==> src/rtl/ptmr_pkg.sv <==
// Shared definitions for the phase-shifted PWM timer.
// Assumes a 3-bit register address on the write port.
package ptmr_pkg;
    typedef enum logic [2:0] {
        A_CTRL = 3'd0,
        A_MOD  = 3'd1,
        A_SOLO = 3'd2,
        A_RISE = 3'd3,
        A_FALL = 3'd4,
        A_CLR  = 3'd5
    } ptmr_addr_e;

    // index of each shadowed register in the shadow bank
    localparam int SH_MOD  = 0;
    localparam int SH_SOLO = 1;
    localparam int SH_RISE = 2;
    localparam int SH_FALL = 3;
    localparam int SH_NUM  = 4;
endpackage

==> src/rtl/ptmr_counter.sv <==
// Up-counter from 0 to the live modulus, then back to 0.
// Assumes clear has priority over counting; wrap is flagged combinationally
// in the cycle whose edge returns the count to 0. A count above the modulus
// (modulus lowered while stopped) also wraps.
module ptmr_counter #(
    parameter int CNT_W = 16
) (
    input  logic             clk,
    input  logic             rst_n,
    input  logic             run,
    input  logic             clear,
    input  logic [CNT_W-1:0] modulus,
    output logic [CNT_W-1:0] count,
    output logic             wrap
);
    // end of period reached while running
    always_comb wrap = run && (count >= modulus);

    // count register with clear, wrap and increment
    always_ff @(posedge clk) begin
        if (!rst_n)      count <= '0;
        else if (clear)  count <= '0;
        else if (wrap)   count <= '0;
        else if (run)    count <= count + 1'b1;
    end
endmodule

==> src/rtl/ptmr_shadow.sv <==
// One shadowed register: a staging copy plus a live copy.
// direct: write reaches the live copy at once (timer stopped).
// load: live copy takes the staging copy as it stood before this edge,
// so a write in the same cycle waits for the next load.
module ptmr_shadow #(
    parameter int               W   = 16,
    parameter logic [W-1:0]     RST = '0
) (
    input  logic         clk,
    input  logic         rst_n,
    input  logic         wr,
    input  logic [W-1:0] wdata,
    input  logic         direct,
    input  logic         load,
    output logic [W-1:0] active
);
    logic [W-1:0] stage_q;

    // staging copy follows every write
    always_ff @(posedge clk) begin
        if (!rst_n)  stage_q <= RST;
        else if (wr) stage_q <= wdata;
    end

    // live copy: direct write when stopped, else transfer on load
    always_ff @(posedge clk) begin
        if (!rst_n)             active <= RST;
        else if (wr && direct)  active <= wdata;
        else if (load)          active <= stage_q;
    end
endmodule

==> src/rtl/ptmr_outputs.sv <==
// Output decode from the count and the live compare values.
// Single-edge output is high from its compare through the modulus; the
// paired output is high on [rise, fall) and low when rise >= fall.
module ptmr_outputs #(
    parameter int CNT_W = 16
) (
    input  logic [CNT_W-1:0] count,
    input  logic [CNT_W-1:0] solo_cmp,
    input  logic [CNT_W-1:0] rise_cmp,
    input  logic [CNT_W-1:0] fall_cmp,
    output logic             solo_pwm,
    output logic             pair_pwm
);
    logic pair_valid;

    // edge-aligned single output
    always_comb solo_pwm = (count >= solo_cmp);

    // paired window, suppressed for an empty or inverted window
    always_comb begin
        pair_valid = (rise_cmp < fall_cmp);
        pair_pwm   = pair_valid && (count >= rise_cmp) && (count < fall_cmp);
    end
endmodule

==> src/rtl/pwm_phase_timer.sv <==
// Top level: write decode, control bits, shadow bank, counter and outputs.
// Assumes writes are single-cycle strobes; the control register takes
// effect on the next clock; reset leaves the timer stopped and armed.
module pwm_phase_timer #(
    parameter int               CNT_W   = 16,
    parameter logic [CNT_W-1:0] DEF_MOD = CNT_W'(1499)
) (
    input  logic             clk,
    input  logic             rst_n,
    input  logic             wr_en,
    input  logic [2:0]       wr_addr,
    input  logic [CNT_W-1:0] wr_data,
    output logic [CNT_W-1:0] count_o,
    output logic             solo_pwm,
    output logic             pair_pwm
);
    import ptmr_pkg::*;

    logic             run_q;
    logic             arm_q;
    logic             wrap;
    logic             clr_wr;
    logic [CNT_W-1:0] act [SH_NUM];
    logic [CNT_W-1:0] mod_act;
    logic [CNT_W-1:0] solo_act;
    logic [CNT_W-1:0] rise_act;
    logic [CNT_W-1:0] fall_act;

    // count clear strobe
    always_comb clr_wr = wr_en && (wr_addr == A_CLR);

    // control register: run and pair arm
    always_ff @(posedge clk) begin
        if (!rst_n) begin
            run_q <= 1'b0;
            arm_q <= 1'b1;
        end else if (wr_en && (wr_addr == A_CTRL)) begin
            run_q <= wr_data[0];
            arm_q <= wr_data[1];
        end
    end

    // shadow bank: modulus, single compare, rise, fall
    for (genvar i = 0; i < SH_NUM; i++) begin : g_sh
        localparam logic [CNT_W-1:0] RV   = (i == SH_MOD) ? DEF_MOD : '0;
        localparam logic [2:0]       ADDR = 3'(i + 1);
        localparam bit               PAIR = (i == SH_RISE) || (i == SH_FALL);
        logic ld;
        // pair members also wait for the arm bit
        always_comb ld = PAIR ? (wrap && arm_q) : wrap;
        ptmr_shadow #(.W(CNT_W), .RST(RV)) u_sh (
            .clk    (clk),
            .rst_n  (rst_n),
            .wr     (wr_en && (wr_addr == ADDR)),
            .wdata  (wr_data),
            .direct (!run_q),
            .load   (ld),
            .active (act[i])
        );
    end

    // named views of the live values
    always_comb begin
        mod_act  = act[SH_MOD];
        solo_act = act[SH_SOLO];
        rise_act = act[SH_RISE];
        fall_act = act[SH_FALL];
    end

    ptmr_counter #(.CNT_W(CNT_W)) u_cnt (
        .clk     (clk),
        .rst_n   (rst_n),
        .run     (run_q),
        .clear   (clr_wr),
        .modulus (mod_act),
        .count   (count_o),
        .wrap    (wrap)
    );

    ptmr_outputs #(.CNT_W(CNT_W)) u_out (
        .count    (count_o),
        .solo_cmp (solo_act),
        .rise_cmp (rise_act),
        .fall_cmp (fall_act),
        .solo_pwm (solo_pwm),
        .pair_pwm (pair_pwm)
    );
endmodule

==> config.mk <==
export PLATFORM = sky130hd
export DESIGN_NAME = pwm_phase_timer
export DESIGN_NICKNAME = d
export VERILOG_FILES = /design/src/rtl/ptmr_pkg.sv /design/src/rtl/ptmr_counter.sv /design/src/rtl/ptmr_shadow.sv /design/src/rtl/ptmr_outputs.sv /design/src/rtl/pwm_phase_timer.sv
export SDC_FILE = /design/constraint.sdc
export NUM_CORES = 1
export LEC_CHECK = 0
export BUFFER_PORTS_ARGS = -buffer_cell sky130_fd_sc_hd__clkbuf_2
export CORE_ASPECT_RATIO = 0.7
export CORE_UTILIZATION = 40
export CTS_BUF_LIST = sky130_fd_sc_hd__clkbuf_16
export CTS_CLUSTER_SIZE = 16
export DETAILED_ROUTE_END_ITERATION = 10
export PLACE_DENSITY_LB_ADDON = 0.2
export SLEW_MARGIN = 20
export SYNTH_ARGS = -nofsm -noshare
export SYNTH_HDL_FRONTEND = slang
export SYNTH_SLANG_ARGS = --single-unit
==> constraint.sdc <==
create_clock -name clk -period 3.45 [get_ports clk]
set_input_delay 0.345 -clock clk [delete_from_list [all_inputs] [get_ports clk]]
set_output_delay 0.345 -clock clk [all_outputs]
set_load 0.02 [all_outputs]
== Yosys cells after proc, flatten, opt, wreduce, memory -nomap -nowiden ==
Index checks and enable logic that the tools add are counted.
Word-level totals
  bits in registers: 146
  word-level logic and storage cells: 52
Cells by class
  add/subtract/negate cells: 1
  reduce and logical (&&, ||, !) cells: 21
  mux-type cells: 8
  magnitude comparators: 5
  equality and inequality tests: 5
  bitwise gates (word level): 1
Operator list (number)
  16-bit 2-to-1 mux: 8
  16-bit >= comparator: 3
  16-bit < comparator: 2
  16-bit by 1-bit adder with 16-bit output (second input constant): 1
  1-bit logical AND: 14
  2-bit nonzero test: 4
  3-bit by 2-bit equality test with 1-bit output (second input constant): 2
  3-bit equality test (second input constant): 2
  3-bit by 1-bit equality test with 1-bit output (second input constant): 1
  3-bit zero test: 1
  3-bit OR reduction: 1
  1-bit zero test: 1
  1-bit inverter: 1

== Longest topological paths before layout ==
  word-level depth: 5
  depth in mapped cells: 10
  gate-level depth less buffers: 8

== Cells and area by module ==
A second synthesis with hierarchy kept.
Unflattened totals
  cell total of the unflattened synthesis: 860
  area, all modules: 8670.8 um^2
By module, submodules not included
  ptmr_shadow (g_sh[1].u_sh ...): instances 3, cells an instance 127, area each 1486.4 um^2
  ptmr_outputs: instances 1, cells an instance 196, area each 1462.7 um^2
  ptmr_shadow (g_sh[0].u_sh): instances 1, cells an instance 126, area each 1407.6 um^2
  ptmr_counter: instances 1, cells an instance 140, area each 1177.4 um^2
  pwm_phase_timer: instances 1, cells an instance 17, area each 163.9 um^2

== Least setup slack after synthesis ==
No wires, ideal clock.
  path type: register to register
  start point: register u_cnt.count[0]
  end point: register g_sh[1].u_sh.active[10]
  data required time: 3331 ps
  stages on the path, launching flop included: 10
  path slack: 805 ps
  data arrival time: 2526 ps
  setup time: 119 ps
  cell sequence: dfxtp_1 inv_1 ha_1 nand2b_1 a2111oi_1 o21ai_1 a211oi_4 o21ai_1 buf_2 o221a_2
On the way
  longest elaborated chain between the ends: 3
Ends and longest elaborated chain
  start, declared: RTL line ptmr_counter.sv:13  | output logic [CNT_W-1:0] count,
  start signal, assigned: RTL line ptmr_counter.sv:24  | else if (run) count <= count + 1'b1;
  16-bit >= comparator: RTL line ptmr_counter.sv:17  | always_comb wrap = run && (count >= modulus);
  1-bit logical AND: RTL line ptmr_counter.sv:17
  2-bit nonzero test (no line)
  end signal, assigned: RTL line ptmr_shadow.sv:28  | else if (wr && direct) active <= wdata;
  end signal, assigned: RTL line ptmr_shadow.sv:29  | else if (load) active <= stage_q;
  end, declared: RTL line ptmr_shadow.sv:15  | output logic [W-1:0] active
Every way passes these cells.
A chain may end at the register's enable or synchronous reset.

== Worst setup path in the final report ==
  start point: register u_cnt.count[13]
  end point: output pair_pwm
On the way
  longest elaborated chain between the ends: 3
  elaborated cells on any way between the ends: 4
  those cells by class: order compare (2); reduce/logical (2)
Ends and longest elaborated chain
  16-bit >= comparator: RTL line ptmr_outputs.sv:22  | pair_pwm = pair_valid && (count >= rise_cmp) && (count < fall_cmp);
  1-bit logical AND: RTL line ptmr_outputs.sv:22
  1-bit logical AND (*): RTL line ptmr_outputs.sv:22
  end, declared: RTL line pwm_phase_timer.sv:15  | output logic pair_pwm
Every way passes the cells marked *; elsewhere a longest branch is shown, timed or not.

==> results.sh <==
export IMPL_status="complete, no violations"
export IMPL_die_area_mm2=0.0199
export IMPL_drt_initial_drc_count=515
export IMPL_io_pins=40
export IMPL_antenna_found_initial=0
export IMPL_drv_slew=0
export IMPL_synth_edf_count=0
export IMPL_drtAntennaViolNets=0
export IMPL_wl_um=22600
export IMPL_synth_top_area_frac=0.377
export IMPL_post_cts_buffers=0
export IMPL_port_buffers=39
export IMPL_syn_avg_cell_area_um2=8.46
export IMPL_post_cts_resized_instances=0
export IMPL_required_ps=3110
export IMPL_first_pass_iters=5
export IMPL_grt_max_degree=86
export IMPL_min_path_type="in -> reg"
export IMPL_pre_cts_ws_ps=567
export IMPL_syn_to_final_growth_pct=13.8
export IMPL_fin_worst_skew_ps=9.87
export IMPL_vias=6700
export IMPL_ys_warn_count=0
export IMPL_cp_end_kind="output port"
export IMPL_final_common_cell="nand2_1"
export IMPL_ys_top_cells_by_area="dfxtp_1 38%, ha_1 13%, nand2_1 7.8%"
export IMPL_fmaxAchievable_ghz=0.325
export IMPL_clock_tree_buffer_depth=2
export IMPL_worstMarginPinSlew_ps=1040
export IMPL_rsz0062_at_grt="no"
export IMPL_max_slew_margin=0.304
export IMPL_synth_yosys_seq_area_share=0.377
export IMPL_tns_ps=0
export IMPL_layout_min_cycle_time_ps=3080
export IMPL_die_h_um=118
export IMPL_cts_clk_slew_worst_paths_ps=60
export IMPL_cts_htree_levels=4
export IMPL_num_rows=42
export IMPL_diodes=0
export IMPL_min_from="wr_data[12]"
export IMPL_ctsHoldBuffers=0
export IMPL_cts_tree="done"
export IMPL_grtUsageTotal=0.235
export IMPL_path_class="reg -> out"
export IMPL_most_common_layout_cells="160 x nand2_1, 146 x dfxtp_1, 79 x ha_1"
export IMPL_grt_pass1_vias=5989
export IMPL_finalHoldViolations=0
export IMPL_p_leak_nw=3.58
export IMPL_syn_cell_area_mm2=0.00774
export IMPL_fin_ws_ps=370
export IMPL_final_cells=1198
export IMPL_async_flop_share=0
export IMPL_total_power_mw=3.99
export IMPL_power_density_mw_per_mm2=452
export IMPL_cp_max_fo=7
export IMPL_cp_startpoint="u_cnt.count[13]"
export IMPL_core_area_mm2=0.0189
export IMPL_cp_arrival_ps=2740
export IMPL_synth_top_area_cell="dfxtp_1"
export IMPL_synth_nets=1017
export IMPL_maxCapViolCount=0
export IMPL_regToRegStartpoint="u_cnt.count[0]"
export IMPL_worstSetupStartpointType="flip-flop"
export IMPL_clock_sinks=146
export IMPL_synth_seq_cells=146
export IMPL_vdd_drop_max_uv=287
export IMPL_place_gp_congestion=0.851
export IMPL_via_per_inst=5.59
export IMPL_drc=0
export IMPL_cts_inserted_buffers=17
export IMPL_clock_latency_ps=430
export IMPL_start_util=0.409
export IMPL_ys_flop_type="dfxtp_1"
export IMPL_grt_overflow_total=0
export IMPL_clockRootBuffer="clkbuf_16"
export IMPL_wire_per_inst_um=18.9
export IMPL_dp_hpwl_um=15700
export IMPL_drive_above_1_share=0.119
export IMPL_fp_dieW_um=168
export IMPL_synth_cells=916
export IMPL_grt_pass1_wl_um=35700
export IMPL_setup_viol=0
export IMPL_synth_cell_type_count=45
export IMPL_layout_nets=1044
export IMPL_dp_cells=1166
export IMPL_fin_crit_sh=0.893
## critical path, cell delays in order, from the launching register on
cell and delay, ps:
dfxtp_1 510, ha_1 310, a21o_1 170, a21o_1 170, a221oi_1 310, o211ai_1 150
a211oi_1 260, o211a_1 250, clkbuf_2 190
## cell type report
cell class                      instances  area (µm²)
Clock buffer                           17         425
Inverter                               67         251
Tap cell                              242         303
Timing Repair Buffer                   66         413
Fill cell                            1893       10100
Sequential cell                       146        2920
Clock inverter                         15         165
Multi-Input combinational cell        645        4340
## routing by layer
| layer | routed length (µm) | global-route usage | up-vias |
|---|---|---|---|
| met1 | 12100 | 0.376 | 3163 |
| met3 | 1480 | 0.0563 | 12 |
| met2 | 8810 | 0.309 | 202 |
| met4 | 199 | 0.0472 | 0 |
| li1 | - | - | 3323 |
| met5 | 0 | 0 | - |
## final timing paths
check / cells after the start / end / slack (ps)
worst max-delay path: 8 / pair_pwm / 370
worst min-delay path: 3 / g_sh[2].u_sh.stage_q[12] / 280
worst max register to register: 10 / u_cnt.count[6] / 490
worst min register to register: 2 / g_sh[3].u_sh.stage_q[0] / 460
## flip-flops by register name, summed over array words and instances (netlist names)
signal,flops
arm_q,1
g_sh.u_sh.active,64
g_sh.u_sh.stage_q,64
run_q,1
u_cnt.count,16
## logic make-up (layout without fill, tap and decap cells)
kind of cell	after synthesis	in the layout	synth area share
muxes	4	4	0.00517
xor gates and xnor gates	15	15	0.0170
adders and majority gates	79	79	0.128
AOI/OAI and AO/OA	257	257	0.246
and+or+nand+nor	290	290	0.163
buffers and inverters	125	165	0.0635
DFF	146	146	0.377
## Yosys cell counts (2+ instances only)
cell / number
nand2_1: 160
dfxtp_1: 146
ha_1: 79
inv_1: 66
a21boi_0: 58
o21ai_0: 52
clkbuf_1: 44
nor3_1: 44
a311oi_1: 39
nor2_1: 28
a21o_1: 26
nand3_1: 23
a21oi_1: 16
o21a_1: 15
o221a_2: 14
nand4_1: 13
buf_2: 12
o2111ai_1: 11
xor2_1: 10
nand2b_1: 7
a211oi_1: 6
xnor2_1: 5
mux2i_1: 4
o211ai_1: 4
and3_1: 3
nor2b_1: 3
o211a_1: 3
or2_2: 3
a221oi_1: 2
buf_4: 2
o21ai_1: 2
o31ai_1: 2
or3_1: 2
## report_power, final
part / switching, mW / total, mW / internal, mW
Clock: 0.757 / 1.89 / 1.13
Sequential: 0.0228 / 1.76 / 1.73
Combinational: 0.218 / 0.347 / 0.129
Total: 0.998 / 3.99 / 2.99
## stage by stage
step                 util  hold WS (ps)  area (µm²)
floorplan               -           441        7740
global placement    0.435           452        8230
detailed placement  0.435           457        8230
CTS                 0.466           262        8820
global route        0.466           275        8820
finish              0.466           276        8820
(Power assumes the default switching activity.)
